--- config.mk ---
export PLATFORM = sky130hd
export DESIGN_NAME = uart_irq_id
export DESIGN_NICKNAME = d
export VERILOG_FILES = /design/src/rtl/uart_irq_pkg.sv /design/src/rtl/uart_irq_flag.sv /design/src/rtl/uart_irq_timeout.sv /design/src/rtl/uart_irq_prio.sv /design/src/rtl/uart_irq_id.sv
export SDC_FILE = /design/constraint.sdc
export NUM_CORES = 1
export LEC_CHECK = 0
export ABC_AREA = 1
export BUFFER_PORTS_ARGS = -buffer_cell sky130_fd_sc_hd__buf_2
export CAP_MARGIN = 30
export CORE_AREA = 2 2 40 42
export DETAILED_ROUTE_END_ITERATION = 6
export DIE_AREA = 0 0 42 44
export PLACE_DENSITY = 0.74
export SLEW_MARGIN = 20
export SYNTH_ARGS = -nofsm -noshare
export SYNTH_HDL_FRONTEND = slang
export SYNTH_HIERARCHICAL = 1
export SYNTH_SLANG_ARGS = --single-unit
--- constraint.sdc ---
create_clock -name clk -period 1.4 [get_ports clk]
set_clock_uncertainty 0.05 [all_clocks]
set_input_delay 0.28 -clock clk [delete_from_list [all_inputs] [get_ports clk]]
set_output_delay 0.28 -clock clk [all_outputs]
set_load 0.02 [all_outputs]
--- src/rtl/uart_irq_pkg.sv ---
package uart_irq_pkg;
    typedef enum logic [3:0] {
        IID_NONE = 4'b0001,
        IID_RLS  = 4'b0110,
        IID_RDA  = 4'b0100,
        IID_CTO  = 4'b1100,
        IID_THRE = 4'b0010,
        IID_MSR  = 4'b0000
    } iid_e;

    typedef enum logic [1:0] {
        TO_IDLE,
        TO_COUNT,
        TO_FIRED
    } to_state_e;

    typedef struct packed {
        logic rls;
        logic rda;
        logic cto;
        logic thre;
        logic msr;
    } src_t;
endpackage

--- src/rtl/uart_irq_flag.sv ---
module uart_irq_flag #(
    parameter int W = 4
) (
    input  logic         clk,
    input  logic         rst_n,
    input  logic [W-1:0] set_vec,
    input  logic         clr,
    output logic         pend
);
    always_ff @(posedge clk or negedge rst_n) begin
        if (!rst_n)          pend <= 1'b0;
        else if (|set_vec)   pend <= 1'b1;
        else if (clr)        pend <= 1'b0;
    end
endmodule

--- src/rtl/uart_irq_timeout.sv ---
module uart_irq_timeout
    import uart_irq_pkg::*;
#(
    parameter int TO_CHARS = 4
) (
    input  logic clk,
    input  logic rst_n,
    input  logic fifo_mode,
    input  logic rx_nonempty,
    input  logic rx_push,
    input  logic rx_pop,
    input  logic rd_rbr,
    input  logic char_tick,
    output logic fired
);
    localparam int CW = $clog2(TO_CHARS + 1);
    localparam logic [CW-1:0] LAST = CW'(TO_CHARS - 1);

    to_state_e state, state_nx;
    logic [CW-1:0] cnt;
    logic          active, touch;

    assign active = fifo_mode && rx_nonempty;
    assign touch  = rx_push || rx_pop;

    always_ff @(posedge clk or negedge rst_n) begin
        if (!rst_n) state <= TO_IDLE;
        else        state <= state_nx;
    end

    always_comb begin
        state_nx = state;
        unique case (state)
            TO_IDLE:  if (active) state_nx = TO_COUNT;
            TO_COUNT: begin
                if (!active)                         state_nx = TO_IDLE;
                else if (!touch && char_tick && cnt == LAST) state_nx = TO_FIRED;
            end
            TO_FIRED: begin
                if (!active)                       state_nx = TO_IDLE;
                else if (touch || rd_rbr)          state_nx = TO_COUNT;
            end
            default:  state_nx = TO_IDLE;
        endcase
    end

    always_ff @(posedge clk or negedge rst_n) begin
        if (!rst_n)                                   cnt <= '0;
        else if (state != TO_COUNT || touch)          cnt <= '0;
        else if (char_tick && cnt != LAST)            cnt <= cnt + 1'b1;
    end

    assign fired = (state == TO_FIRED) && fifo_mode;
endmodule

--- src/rtl/uart_irq_prio.sv ---
module uart_irq_prio
    import uart_irq_pkg::*;
(
    input  src_t pend,
    output iid_e code
);
    always_comb begin
        if (pend.rls)       code = IID_RLS;
        else if (pend.rda)  code = IID_RDA;
        else if (pend.cto)  code = IID_CTO;
        else if (pend.thre) code = IID_THRE;
        else if (pend.msr)  code = IID_MSR;
        else                code = IID_NONE;
    end
endmodule

--- src/rtl/uart_irq_id.sv ---
module uart_irq_id
    import uart_irq_pkg::*;
#(
    parameter int ERR_BITS   = 4,
    parameter int MODEM_BITS = 4,
    parameter int TO_CHARS   = 4
) (
    input  logic                  clk,
    input  logic                  rst_n,
    input  logic                  fifo_mode,
    input  logic                  en_rls,
    input  logic                  en_rda,
    input  logic                  en_thre,
    input  logic                  en_msr,
    input  logic [ERR_BITS-1:0]   lsr_err,
    input  logic                  rx_avail,
    input  logic                  rx_nonempty,
    input  logic                  rx_push,
    input  logic                  rx_pop,
    input  logic                  char_tick,
    input  logic                  thr_empty,
    input  logic                  thr_write,
    input  logic [MODEM_BITS-1:0] modem_delta,
    input  logic                  rd_iir,
    input  logic                  rd_lsr,
    input  logic                  rd_rbr,
    input  logic                  rd_msr,
    output logic [3:0]            iid,
    output logic                  irq
);
    logic rls_pend, msr_pend, thre_pend, cto_fired;
    logic thr_empty_q, thre_rise, thre_clr;
    src_t gated;
    iid_e code;

    always_ff @(posedge clk or negedge rst_n) begin
        if (!rst_n) thr_empty_q <= 1'b1;
        else        thr_empty_q <= thr_empty;
    end

    assign thre_rise = thr_empty && !thr_empty_q;
    assign thre_clr  = thr_write || (rd_iir && code == IID_THRE);

    uart_irq_flag #(.W(ERR_BITS)) u_rls (
        .clk(clk), .rst_n(rst_n), .set_vec(lsr_err), .clr(rd_lsr), .pend(rls_pend));

    uart_irq_flag #(.W(MODEM_BITS)) u_msr (
        .clk(clk), .rst_n(rst_n), .set_vec(modem_delta), .clr(rd_msr), .pend(msr_pend));

    uart_irq_flag #(.W(1)) u_thre (
        .clk(clk), .rst_n(rst_n), .set_vec(thre_rise), .clr(thre_clr), .pend(thre_pend));

    uart_irq_timeout #(.TO_CHARS(TO_CHARS)) u_to (
        .clk(clk), .rst_n(rst_n), .fifo_mode(fifo_mode), .rx_nonempty(rx_nonempty),
        .rx_push(rx_push), .rx_pop(rx_pop), .rd_rbr(rd_rbr), .char_tick(char_tick),
        .fired(cto_fired));

    always_comb begin
        gated.rls  = rls_pend  && en_rls;
        gated.rda  = rx_avail  && en_rda;
        gated.cto  = cto_fired && en_rda;
        gated.thre = thre_pend && en_thre;
        gated.msr  = msr_pend  && en_msr;
    end

    uart_irq_prio u_prio (.pend(gated), .code(code));

    assign iid = code;
    assign irq = !code[0];
endmodule

==> results of run 1 <==
[worst max-delay path by stage]
| stage | slack, ns | start | end |
|---|---|---|---|
| after CTS | -0.23 | u_to/state[1]$_DFFE_PN0P_ | irq |
| after floorplan | -0.009 | u_to/state[1]$_DFFE_PN0P_ | irq |
| final | -0.22 | u_to/state[1]$_DFFE_PN0P_ | irq |
| after detailed placement | -0.02 | fifo_mode | u_thre/pend$_DFFE_PN0P_ |
| after global routing | -0.34 | u_to/state[1]$_DFFE_PN0P_ | irq |
| after global placement | 0.009 | fifo_mode | irq |
[metal layers]
metal	vias up	routed length, um	global-route usage	share of wire
met5	-	0	0	0
met4	0	0	0.0387	0
met3	0	80	0.0542	0.063
met2	23	691	0.303	0.54
met1	266	501	0.149	0.39
li1	336	-	-	-
[Yosys cell counts]
master   instances
a21oi_1          1
inv_1           23
nor2_2           2
o21ai_0          2
dfstp_2          1
dfrtp_1          8
nor2_1          12
or2_1            1
xor2_1           1
a21oi_2          1
nand3_1          7
nand2_1         21
nand2_2          2
ha_1             2
nor3b_2          1
[sequential cells by signal (all words and copies together) (netlist names)]
signal / flops
u_rls/pend: 1
u_to/state: 2
u_to/cnt: 3
u_thre/pend: 1
thr_empty_q: 1
u_msr/pend: 1
[power groups by stage]
stage,registers (mW),clock network (mW),logic (mW)
finish,0.273,0.198,0.149
detailed placement,0.277,0,0.126
global route,0.273,0.221,0.165
floorplan,0.277,0,0.0656
CTS,0.273,0.207,0.145
global placement,0.277,0,0.122
[final cells by class]
type | count | share of cell area
clock buffers | 4 | 0.0288
flip-flops and latches | 9 | 0.248
inverters | 23 | 0.0973
multi-input cells | 53 | 0.333
repair buffers | 39 | 0.271
well taps | 16 | 0.0219
[what timing repair did]
action,in CTS,in global routing
resized for setup,11,6
setup buffers,4,1
setup endpoints to repair,6,7
gates cloned,0,0
hold buffers,1,0
pin swaps,3,4
hold endpoints to repair,8,0
[cell families (layout without fill, tap and decap cells)]
logic type / count (synthesis) / count (layout) / synth area share
AO/OA/AOI/OAI: 4 / 4 / 0.0415
XOR/XNOR: 1 / 1 / 0.0153
adder cells (fa/ha/maj): 2 / 2 / 0.0437
buffers and inverters: 23 / 66 / 0.151
flip-flops: 9 / 9 / 0.395
AND/OR/NAND/NOR: 46 / 46 / 0.354
[stage by stage]
stage	utilization	std cells	TNS (ns)
final	0.644	144	-1.02
after global routing	0.644	144	-1.71
after CTS	0.623	143	-1.05
after detailed placement	0.553	134	-0.0487
after global placement	0.553	134	0
after floorplan	-	85	-0.00860
==> metrics.md, run 1 <==
| Metric | Value |
|---|---|
| Row count | `14` |
| Antenna violations before repair | `0` |
| Final setup viols | `6` |
| Slowest-stage cell, CP | `dfrtp_1` |
| Max_cap viols | `0` |
| Crit path required time | `1.07 ns` |
| Die area | `1850 um2` |
| Clk pwr share | `0.319` |
| Area of the multi-input gates | `304 um2` |
| Achievable Freq | `616 MHz` |
| Pins Over Slew Limit | `0` |
| Status | `finished, violations left` |
| Clock transition at path regs | `0.06 ns` |
| CP top delay family | `simple AND/OR/NAND/NOR gates` |
| Unrepaired setup endpoints after global routing | `true` |
| Fin Hold WS | `0.0818 ns` |
| DP Area | `785 um2` |
| First-pass GRT wire length | `2.10 mm` |
| CP bufs+invs | `3` |
| Antenna Violating Nets Remaining | `0` |
| Via-to-Cell Ratio | `4.34` |
| Starting Density | `0.404` |
| DR iter-0 viols | `7` |
| RR Startpoint | `u_to/state[0]$_DFFE_PN0P_` |
| Dominant cells by area after synthesis | `dfrtp_1 (35%), inv_1 (15%), nand2_1 (14%), nor2_1 (7.9%), nand3_1 (6.1%)` |
| PwrDens | `678 nW/um2` |
| Register Area | `226 um2` |
| NetSw | `0.167 mW` |
| Tcrit/Tclk final | `1.16` |
| Share of power burned in combinational logic | `0.240` |
| Cell Int Power | `0.452 mW` |
| Max Root-Sink Buffers | `2` |
| Vias in the first global route | `576` |
| First-pass iteration count of the detailed router | `4` |
| End of the worst hold path | `thr_empty_q$_DFF_PN1_` |
| Input/output buffers | `30` |
| Die width | `42 um` |
| Max_slew headroom | `0.875` |
| Area leader, netlist | `dfrtp_1` |
| H-Tree Depth | `1` |
| Critical path data arrival time | `1.29 ns` |
| Commonest non-fill, non-tap cell in the layout | `buf_2` |
| R2r endpoint | `u_thre/pend$_DFFE_PN0P_` |
| VDD IR max | `561 uV` |
| GPL Wtd Cong | `0.742` |
| Static leakage | `0.525 nW` |
| Crit path launch type | `flip-flop` |
| Final worst path period need | `1.62 ns` |
| CTS tree | `done` |
| HPWL Detailed | `914 um` |
| Root buffer cell | `clkbuf_4` |
| Seq cells post-synth | `9` |
| Pre-CTS setup slack | `-0.0226 ns` |
| Post-synth top area share | `0.349` |
| CORE AREA | `1420 um2` |
| Share of layout cells above drive strength 1 | `0.430` |
| Ys Warns | `6` |
| Antenna cells | `0` |
| Seq/Total Area, Yosys | `0.395` |
| Post-Route WL | `1.27 mm` |
| Worst hold path class | `input port to flip-flop` |
| Setup Crit Path Kind | `flip-flop to output port` |
| Sw Ratio | `0.269` |
| # nets final | `157` |
| PnR worst setup slack | `-0.224 ns` |
| Failing checks | `setup timing` |
| WHS Path Cells | `1` |
| Crit path depth | `9` |
| Total track usage | `0.153` |
| Most frequent cells in the layout | `buf_2 (25), nand2_1 (20), inv_1 (19), nor2_1 (12), buf_4 (9)` |
| Worst-case reg-to-reg path depth | `13` |
| Largest net degree at the start of global routing | `10` |
| CP Capture Type | `output port` |
| R2R Setup Slk | `-0.01 ns` |
| Number of clock sinks | `9` |
| Crit path max fanout | `3` |
| Area grow syn2layout | `59.4%` |
| Avg Cell Area, Syn | `6.74 um2` |
| Die height | `44 um` |
| Cell chain of the critical path | `nand2_1, nor2_1, nand2_1, inv_2, nor2_4, nand2_4, nor2_4, inv_2, buf_6` |
| Post-route cell area | `913 um2` |
| Vias | `625` |
| Synthesized area | `573 um2` |
| IO Count | `31` |
| Flop pwr share | `0.440` |
| DRC | `0` |
| Routed wire per std cell | `8.83 um` |
| Fillers | `133` |
| Yosys cell types | `15` |
| Final Hold Vio Count | `0` |
| Total CTS buffers | `3` |
| Clock latency at the later pin of the worst-skew pair | `0.26 ns` |
| Worst slew pin tran | `0.186 ns` |
| Cell count after synthesis | `85` |
| Slowest Stage Delay on Critical Path | `0.37 ns` |
| Synthesized Nets | `113` |
| Total power | `0.619 mW` |
| Total gr overflow | `0` |
| Hold Crit Start | `thr_empty` |
No activity file was read; power rests on OpenSTA's default activity.
==> run 2, diff against run 1 <==
Clock period 1.4 ns to 1.6 ns, I/O delays scaled along.
==> run 2 against run 1 <==
The run still ends with setup timing left; routed wire length fell by 6.1%; highest routed layer is now met4; combinational power fell by 17%; sequential power is 12% lower; sequential share of layout area up 1.2 points; first-iteration DRC count is 71% higher; clock power decreased by 13%; global-route usage shrank 0.81 points; critical path type unchanged.
==> metrics.md, run 2 (synthesis gave the netlist of run 1 again) <==
| Metric | Value |
|---|---|
| Status | `finished, violations left` |
| Failing checks | `setup timing` |
| Met2 routed WL | `609 um` |
| CORE AREA | `1420 um2` |
| Share of layout cells above drive strength 1 | `0.389` |
| Max_slew headroom | `0.868` |
| Final worst path period need | `1.69 ns` |
| DR iter-0 viols | `12` |
| Input/output buffers | `30` |
| Worst slew pin tran | `0.198 ns` |
| Number of clock sinks | `9` |
| Largest Register | `u_to/cnt` |
| Slowest Stage Delay on Critical Path | `0.37 ns` |
| Clock transition at path regs | `0.06 ns` |
| Total gr overflow | `0` |
| First-pass GRT wire length | `2.01 mm` |
| Achievable Freq | `592 MHz` |
| Largest net degree at the start of global routing | `10` |
| Crit path required time | `1.23 ns` |
| Total track usage | `0.145` |
| Die width | `42 um` |
| Unrepaired setup endpoints after global routing | `true` |
| Pins Over Slew Limit | `0` |
| Crit path launch type | `flip-flop` |
| Antenna Violating Nets Remaining | `0` |
| Antenna violations before repair | `0` |
| IO Count | `31` |
| Die height | `44 um` |
| VDD IR max | `435 uV` |
| Post-route cell area | `872 um2` |
| H-Tree Depth | `1` |
| M1 wire length | `491 um` |
| Max reg flops | `3` |
| Tcrit/Tclk final | `1.06` |
| Sum Neg Setup Slack | `-0.281 ns` |
| Final Util | `0.615` |
| Fin Hold WS | `0.118 ns` |
| Root buffer cell | `clkbuf_4` |
| Top routing layer used | `met4` |
| Via-to-Cell Ratio | `4.28` |
| Clock latency at the later pin of the worst-skew pair | `0.26 ns` |
| Register Area | `226 um2` |
| Die area | `1850 um2` |
| Vias in the first global route | `536` |
| Starting Density | `0.404` |
| Critical path data arrival time | `1.32 ns` |
| Cell chain of the critical path | `nand2_1, nor2_1, nand2_1, inv_2, nor2_4, nand2_4, nor2_4, inv_1, buf_6` |
| Max_cap viols | `0` |
| Pre-CTS setup slack | `0.0864 ns` |
| Final setup viols | `4` |
| CTS tree | `done` |
| Static leakage | `0.513 nW` |
| Area grow syn2layout | `52.2%` |
| DP Area | `743 um2` |
| Vias | `608` |
| Antenna cells | `0` |
| PnR worst setup slack | `-0.0903 ns` |
| Fillers | `128` |
| PwrDens | `613 nW/um2` |
| Row count | `14` |
| Setup Crit Path Kind | `flip-flop to output port` |
| # nets final | `155` |
| HPWL Detailed | `937 um` |
| CP Capture Type | `output port` |
| Total CTS buffers | `3` |
| Slowest-stage cell, CP | `dfrtp_1` |
| DP Cell Count | `131` |
| Total power | `0.535 mW` |
| Met3 Wirelength | `89 um` |
| GPL Wtd Cong | `0.794` |
| Commonest non-fill, non-tap cell in the layout | `buf_2` |
| DRC | `0` |
| Routed wire per std cell | `8.42 um` |
| First-pass iteration count of the detailed router | `4` |
| Post-Route WL | `1.20 mm` |
| Most frequent cells in the layout | `buf_2 (25), inv_1 (21), nand2_1 (20), nor2_1 (12)` |
| Final cell count without fillers | `142` |
| Area of the multi-input gates | `284 um2` |
| Worst hold path class | `input port to flip-flop` |
| Max Root-Sink Buffers | `2` |
| Largest registers | `u_to/cnt x3, u_to/state x2` |
| Final Hold Vio Count | `0` |
| Crit path max fanout | `3` |
run 2: layer usage:
metal  global-route usage  up-vias
met2                0.253       21
li1                     -      332
met5                    0        -
met4               0.0774        0
met3               0.0333        2
met1                0.164      253
run 2: final timing paths:
kind	start	end	slack (ns)	cells past startpoint
min in group asynchronous	rst_n	u_to/cnt[2]$_DFFE_PN0P_	0.38	2
min reg2reg	u_thre/pend$_DFFE_PN0P_	u_thre/pend$_DFFE_PN0P_	0.42	2
max reg2reg	u_to/state[0]$_DFFE_PN0P_	u_thre/pend$_DFFE_PN0P_	0.08	14
min	thr_empty	thr_empty_q$_DFF_PN1_	0.12	1
max in group asynchronous	rst_n	thr_empty_q$_DFF_PN1_	0.88	2
max	u_to/state[1]$_DFFE_PN0P_	irq	-0.09	9
run 2: final cells by class:
cell class / instances / share of cell area
inverter: 23 / 0.0990
multi-input combinational: 53 / 0.326
clock buffer: 4 / 0.0301
tap: 16 / 0.0230
timing repair buffer: 37 / 0.263
sequential: 9 / 0.260
run 2: timing repair:
action,in CTS,in global routing
buffers inserted,5,1
pin swaps,5,1
endpoints found under the hold margin,8,0
gates resized for setup,10,5
hold buffers,1,0
gates cloned,0,0
endpoints found under the setup margin,5,5
run 2: report_power, final:
part | internal (mW) | switching (mW)
logic | 0.0598 | 0.0637
clock network | 0.0960 | 0.0769
registers | 0.236 | 0.00295
total | 0.391 | 0.144
run 2: critical path, delay by kind of cell, from the launching register on:
kind | cells | cell delay (ns)
DFF | 1 | 0.37
and+or+nand+nor | 6 | 0.47
buffers and inverters | 3 | 0.22
